===== config.mk =====
export PLATFORM = sky130hd
export DESIGN_NAME = ccc_top
export DESIGN_NICKNAME = d
export VERILOG_FILES = /design/src/rtl/ccc_pkg.sv /design/src/rtl/ccc_flagfsm.sv /design/src/rtl/ccc_datareg.sv /design/src/rtl/ccc_cmpout.sv /design/src/rtl/ccc_top.sv
export SDC_FILE = /design/constraint.sdc
export NUM_CORES = 1
export LEC_CHECK = 0
export CORE_UTILIZATION = 40
export CTS_CLUSTER_DIAMETER = 30
export DETAILED_ROUTE_END_ITERATION = 12
export HOLD_SLACK_MARGIN = 0.15
export PLACE_DENSITY = 0.7
export SKIP_CTS_REPAIR_TIMING = 1
export SYNTH_ARGS = -nofsm -noshare
export SYNTH_HDL_FRONTEND = slang
export SYNTH_SLANG_ARGS = --single-unit

===== constraint.sdc =====
create_clock -name clk -period 2.5 [get_ports clk]
set_input_delay 0.5 -clock clk [delete_from_list [all_inputs] [get_ports clk]]
set_output_delay 0.5 -clock clk [all_outputs]
set_load 0.03 [all_outputs]

===== src/rtl/ccc_pkg.sv =====
`timescale 1ns/1ps
package ccc_pkg;
    typedef enum logic [1:0] {
        FL_EMPTY = 2'd0,
        FL_HELD  = 2'd1,
        FL_OVER  = 2'd2
    } flag_st_e;
endpackage


===== src/rtl/ccc_flagfsm.sv =====
`timescale 1ns/1ps
module ccc_flagfsm
    import ccc_pkg::*;
(
    input  logic clk,
    input  logic rst_n,
    input  logic cap_evt_i,
    input  logic clr_i,
    output logic cap_o,
    output logic over_o
);
    flag_st_e st_q, st_d;

    always_comb begin
        st_d = st_q;
        if (clr_i) begin
            st_d = cap_evt_i ? FL_HELD : FL_EMPTY;
        end else if (cap_evt_i) begin
            unique case (st_q)
                FL_EMPTY: st_d = FL_HELD;
                FL_HELD:  st_d = FL_OVER;
                FL_OVER:  st_d = FL_OVER;
                default:  st_d = FL_EMPTY;
            endcase
        end
    end

    always_ff @(posedge clk) begin
        if (!rst_n) st_q <= FL_EMPTY;
        else        st_q <= st_d;
    end

    always_comb begin
        cap_o  = 1'b0;
        over_o = 1'b0;
        unique case (st_q)
            FL_EMPTY: begin cap_o = 1'b0; over_o = 1'b0; end
            FL_HELD:  begin cap_o = 1'b1; over_o = 1'b0; end
            FL_OVER:  begin cap_o = 1'b1; over_o = 1'b1; end
            default:  begin cap_o = 1'b0; over_o = 1'b0; end
        endcase
    end
endmodule


===== src/rtl/ccc_datareg.sv =====
`timescale 1ns/1ps
module ccc_datareg #(
    parameter int DW = 16
) (
    input  logic          clk,
    input  logic          rst_n,
    input  logic          mode_in_i,
    input  logic          buf_en_i,
    input  logic          upd_i,
    input  logic          evt_i,
    input  logic [DW-1:0] cnt_i,
    input  logic          wr_en_i,
    input  logic [DW-1:0] wr_data_i,
    output logic [DW-1:0] act_o
);
    logic [DW-1:0] act_q, pre_q;

    always_ff @(posedge clk) begin
        if (!rst_n) begin
            act_q <= '0;
            pre_q <= '0;
        end else if (mode_in_i) begin
            // capture mode: the counter snapshot is the only writer
            if (evt_i) act_q <= cnt_i;
        end else begin
            if (wr_en_i) pre_q <= wr_data_i;
            if (wr_en_i && !buf_en_i)  act_q <= wr_data_i;
            else if (upd_i && buf_en_i) act_q <= pre_q;
        end
    end

    assign act_o = act_q;
endmodule


===== src/rtl/ccc_cmpout.sv =====
`timescale 1ns/1ps
module ccc_cmpout #(
    parameter int DW = 16
) (
    input  logic          mode_in_i,
    input  logic [DW-1:0] cnt_i,
    input  logic [DW-1:0] thr_i,
    output logic          out_o
);
    always_comb begin
        out_o = 1'b0;
        if (!mode_in_i) out_o = (cnt_i < thr_i);
    end
endmodule


===== src/rtl/ccc_top.sv =====
`timescale 1ns/1ps
module ccc_top #(
    parameter int DW = 16
) (
    input  logic          clk,
    input  logic          rst_n,
    input  logic [DW-1:0] cnt_i,
    input  logic          upd_i,
    input  logic          mode_in_i,
    input  logic          buf_en_i,
    input  logic          evt_i,
    input  logic          wr_en_i,
    input  logic [DW-1:0] wr_data_i,
    input  logic          flag_clr_i,
    output logic [DW-1:0] rd_data_o,
    output logic          out_o,
    output logic          cap_flag_o,
    output logic          ovcap_flag_o
);
    logic cap_evt;
    assign cap_evt = mode_in_i & evt_i;

    ccc_datareg #(.DW(DW)) u_reg (
        .clk       (clk),
        .rst_n     (rst_n),
        .mode_in_i (mode_in_i),
        .buf_en_i  (buf_en_i),
        .upd_i     (upd_i),
        .evt_i     (evt_i),
        .cnt_i     (cnt_i),
        .wr_en_i   (wr_en_i),
        .wr_data_i (wr_data_i),
        .act_o     (rd_data_o)
    );

    ccc_cmpout #(.DW(DW)) u_cmp (
        .mode_in_i (mode_in_i),
        .cnt_i     (cnt_i),
        .thr_i     (rd_data_o),
        .out_o     (out_o)
    );

    ccc_flagfsm u_flags (
        .clk       (clk),
        .rst_n     (rst_n),
        .cap_evt_i (cap_evt),
        .clr_i     (flag_clr_i),
        .cap_o     (cap_flag_o),
        .over_o    (ovcap_flag_o)
    );
endmodule


* Word level (Yosys, flattened, before mapping) *
Index checks and enable logic that the tools add are counted.

word-level totals
  output and inout bits = 19
  bits in registers = 34
  input bits = 40

cells by class
  mux-type cells = 11
  reductions and logical operators = 9
  equality and inequality tests = 3
  $lt $le $gt $ge = 1
  bitwise operators = 2

operators with widths
  cell                                                                     count
  16-bit two-way mux                                                       4
  16-bit < comparator                                                      1
  1-bit two-way mux                                                        4
  2-bit two-way mux                                                        2
  2-bit case mux with 2 select lines                                       1
  2-bit AND reduction                                                      2
  3-bit nonzero test                                                       1
  2-bit by 1-bit equality test with 1-bit output, second input constant    1
  2-bit equality test, second input constant                               1
  1-bit logical AND                                                        2
  2-bit logical NOT                                                        1
  2-bit by 1-bit inequality test with 1-bit output, second input constant  1
  2-bit nonzero test                                                       1
  2-bit OR reduction                                                       1
  1-bit AND                                                                1
  1-bit logical NOT                                                        1
  1-bit inverter                                                           1

* Depth between registers and ports, before layout *
Gate-level depths: netlist of the first run.

  word-level depth = 5
  mapped depth = 7
  depth with buffers taken out = 6

* By module *
A second synthesis of the first run with hierarchy kept.

unflattened totals
  cells, all modules = 268
  area, all modules = 2,207.1 µm²

by module, submodules not included
  module       seq. area each (µm²)  area each (µm²)  times used  cells an instance
  ccc_datareg  640.6                 1,709.1          1           204
  ccc_cmpout   0.0                   376.6            1           52
  ccc_flagfsm  40.0                  115.1            1           11
  ccc_top      0.0                   6.3              1           1

* Worst setup path before layout of the first run *
No wires, ideal clock.

  kind = reg2out
  from = reg u_reg.act_q[2] (netlist: u_reg.act_o[2])
  to = out out_o
  path buffers = 0
  path slack = 321 ps
  required time = 2,000 ps
  stages on the path, launching flop included = 7
  arrival = 1,679 ps
  path through = dfxtp_1 > inv_1 > ha_1 > or3_1 > o21ai_0 > o311a_1 > o21a_1

on the way
  word-level cells in the longest chain between the ends = 2

RTL lines
  element                 RTL line           RTL
  from (decl)             ccc_datareg.sv:16  logic [DW-1:0] act_q, pre_q;
  from (signal assigned)  ccc_datareg.sv:24  if (evt_i) act_q <= cnt_i;
  from (signal assigned)  ccc_datareg.sv:27  if (wr_en_i && !buf_en_i) act_q <= wr_data_i;
  from (signal assigned)  ccc_datareg.sv:28  else if (upd_i && buf_en_i) act_q <= pre_q;
  16-bit < comparator     ccc_cmpout.sv:12   if (!mode_in_i) out_o = (cnt_i < thr_i);
  1-bit two-way mux       ccc_cmpout.sv:12
  to (decl)               ccc_top.sv:16      output logic out_o,

Every way passes these cells.

* Worst setup path after layout of the first run *
  from = reg u_reg.act_q[14] (netlist: u_reg.act_o[14])
  to = out out_o

The elaborated chain is that of the path after synthesis.

==> results list, run 1 <==
* Area fraction of the dominant cell type after synthesis: 34.9%
- Required time at the endpoint of the critical path: 2.00 ns
- Area of the die: 5160 um^2
- When the netlist entered floorplanning its net count stood at 287.
- Setup violation total in the final timing report: 0
* Clock root buffer master: clkbuf_8
* Final net count: 348
- The floorplan step set the die width to 71.9 um.
* End point of the worst hold path: u_reg.pre_q[13]
- Number of primary I/O pins: 59
* Length in cells of the worst reg-to-reg path: 3
- Number of distinct library cells after synthesis: 37
- Static timing analysis puts the maximum clock frequency at 0.418 GHz.
- Port buffering added 58 buffers.
- Setup repair after global routing left no endpoint under its margin.
- During synthesis, Yosys emitted a total of 0 warnings.
* Hold slack: 0.455 ns
- Walking the worst path, the cells encountered are inv_1, ha_4, nand4_1, nand3b_1, o311a_1, o21a_1, buf_6.
- DPL Wire Length: 3450 um
* Post-detailed-route count of antenna-violating nets: 0
- Arrival time at the worst endpoint: 1.89 ns
- Worst reg2reg path startpoint: u_flags.st_q[1]
- TritonCTS built the clock tree.
- Before antenna repair, the detailed router went through 4 iterations.
- In this run, synthesis produced a sequential element count of 34.
- Antenna Cells: 0
- The number of antenna violations at the first check in global routing came to 0.
- Multi-input logic area: 1230 um^2
- Across all layers, the routed design uses 1791 vias.
* Worst IR Drop VDD: 0.249 mV
- Setup total negative slack on the finished layout was measured at 0 ns.
- Entering global routing, the biggest net connects 21 pins.
- After clock tree synthesis, the clock-pin slew on the worst setup and hold paths is 0.07 ns.
* Register-to-Register Setup Slack: 1.49 ns
- Core box area: 4720 um^2
* Sink Count: 34
- The worst setup path is captured at an output port.
- Clock Path Buffers: 2
* Min cycle time layout: 2.39 ns
- In the post-route analysis, the smallest setup slack over all paths is 0.109 ns.
- Fill count: 418
* Dominant delay contributor by cell family on the critical path: compound AO/OA/AOI/OAI gates
* CP startpoint kind: register
* Launch point of the worst hold path: u_reg.pre_q[13]
- Clock latency on the worst-skew pair, taken at its later pin, is 0.28 ns.
- Violation count after the first detailed-routing iteration: 108
- Yosys attributes the largest share of cell area to dfxtp_1 (35%), ha_1 (11%), nand2_1 (9.6%).
- Vert. Die Dim: 71.9 um
- Maximum fanout encountered on the critical timing path: 3
* Max Cap Violations: 0
- The final-report hold violation count was 0.
- Once placement completed, the tool counted placed cells totaling 350.
* Hold crit path type: reg -> reg
- Sequential cell area fraction in the yosys report: 34.9%
- Std cell rows: 25
- Slew Viols, Final: 0
- Synthesized instance count: 230
- The worst pin sits at a relative slew slack of 48.5%.
- The run finished with clean final reports.
- Clock Skew: 0.00264 ns
* Number of non-filler instances in the completed layout: 359
- The biggest area contributor in the post-synthesis netlist is dfxtp_1.
- Pre-CTS setup slack: -0.227 ns
- Total Routing Usage GR: 18.8%
- Number of levels the H-tree was split into: 2
* Power per standard cell area: 487 nW/um^2
* Maximum single-stage delay on the critical path: 0.37 ns
- Average detailed-routed wire length per instance: 13.7 um
* Routability-driven placement congestion ratio: 0.781
- At the pin with the least slew margin, the transition time is 0.772 ns.
- Cells on Worst Hold Path: 2
* Mean number of vias per cell: 4.99
- Of the available clock period, the critical path in the final layout requires 95.6%.
- For this run, design rule violations remaining after detail routing come to 0.
* Via count of the first global-routing pass: 1646
* Number of clock buffers inserted by TritonCTS: 5
- The area growth from synthesis to layout is 46.7%.
- Critical Path Slowest Stage Cell: dfxtp_1
- Summed over all layers, the global routing overflow is 0.
- The first global-routing pass estimated 7540 um of wire.
* Buffer and inverter count on the worst path: 2
- Capture instance of the worst register-to-register path: u_flags.st_q[0]
- Wires add up to 4900 um.
- Path type of the worst setup path: reg -> out
- The sequential cells in the finished layout cover a total of 681 um^2.
- Once the floorplan was initialized, standard cells occupied 41.3% of the core.
- Syn avg cell area: 8.49 um^2
* Fraction of final layout cells sized beyond drive strength 1: 14.0%
- Post-layout utilization of the core: 60.6%
- Summed instance area of the synthesized netlist: 1950 um^2
- The analysis attributes to cell leakage a power of 1.20 nW.
metal layers:
layer | share of wire, % | global-route usage [%]
met5 | 0 | 0
met4 | 1.3 | 5.45
met3 | 4.3 | 3.94
met2 | 48 | 30.7
met1 | 46 | 25.0
power by group:
part | internal [mW] | switching (mW)
combinational | 0.187 | 0.184
clock | 0.221 | 0.211
sequential | 0.570 | 0.0190
layout make-up:
cell class                      count  area share [%]
Clock buffer                        6            2.88
Inverter                           18            2.36
Multi-Input combinational cell    164            42.9
Timing Repair Buffer               68            24.7
Tap cell                           67            2.93
Sequential cell                    34            23.8
Clock inverter                      2           0.437
worst min-delay path: cells and delay by family, from the launching register on:
family	cells	cell delay [ns]
flops	1	0.31
compound gates	1	0.05
simple gates	1	0.05
worst max-delay path by stage:
stage | from | end | slack [ns] | depth (start not counted)
after floorplan | u_reg.act_o[2] | out_o | 0.32 | 6
after global placement | cnt_i[1] | out_o | -0.21 | 6
after detailed placement | cnt_i[1] | out_o | -0.23 | 6
after CTS | cnt_i[1] | out_o | -0.24 | 6
after global routing | cnt_i[0] | out_o | 0.005 | 6
final | u_reg.act_o[14] | out_o | 0.11 | 7
registers in the layout, indices dropped and copies added, names as in the netlist:
register,flops
u_flags.st_q,2
u_reg.act_o,16
u_reg.pre_q,16
cell usage after synthesis, drive strengths merged:
master / number
nand2: 51
dfxtp: 34
o21ai: 22
a21oi: 21
mux2i: 18
ha: 17
inv: 17
a22o: 16
buf: 9
clkbuf: 5
and4: 2
nor2: 2
nor2b: 2
o311a: 2
a2111oi: 1
a21o: 1
and2: 1
and3: 1
clkinv: 1
nand2b: 1
nand3b: 1
nand4: 1
nor3: 1
o21a: 1
or2b: 1
or3: 1
layout by cell type (no fill, tap or decap), drive strengths merged, types with 6 or more instances in the layout:
| cell type | netlist | routed |
|---|---|---|
| buf | 9 | 11 |
| ha | 17 | 17 |
| dlymetal6s2s | 0 | 15 |
| clkdlybuf4s50 | 0 | 42 |
| inv | 17 | 17 |
| a21oi | 21 | 21 |
| nand2 | 51 | 51 |
| a22o | 16 | 16 |
| o21ai | 22 | 22 |
| mux2i | 18 | 18 |
| clkbuf | 5 | 6 |
| dfxtp | 34 | 34 |
through the flow:
stage	instance area, um^2	total power, mW
floorplan	1950	0.792
global placement	2590	0.932
detailed placement	2590	0.938
CTS	2680	1.37
global route	2860	1.46
finish	2860	1.39
cell families (layout without fill, tap and decap cells):
| group | after synthesis | count (layout) | share of synthesized area [%] |
|---|---|---|---|
| and+or+nand+nor | 65 | 65 | 15.0 |
| AOI/OAI and AO/OA | 64 | 64 | 21.0 |
| DFF | 34 | 34 | 34.9 |
| buffers and inverters | 32 | 94 | 8.97 |
| muxes | 18 | 18 | 9.23 |
| adders and majority gates | 17 | 17 | 10.9 |
(Power assumes the default switching activity.)
==> run 2: changes to the inputs <==
SLEW_MARGIN = 40   (was not set)
==> results of run 2 <==
The final DEF is identical to that of run 1; final timing and power are the same.
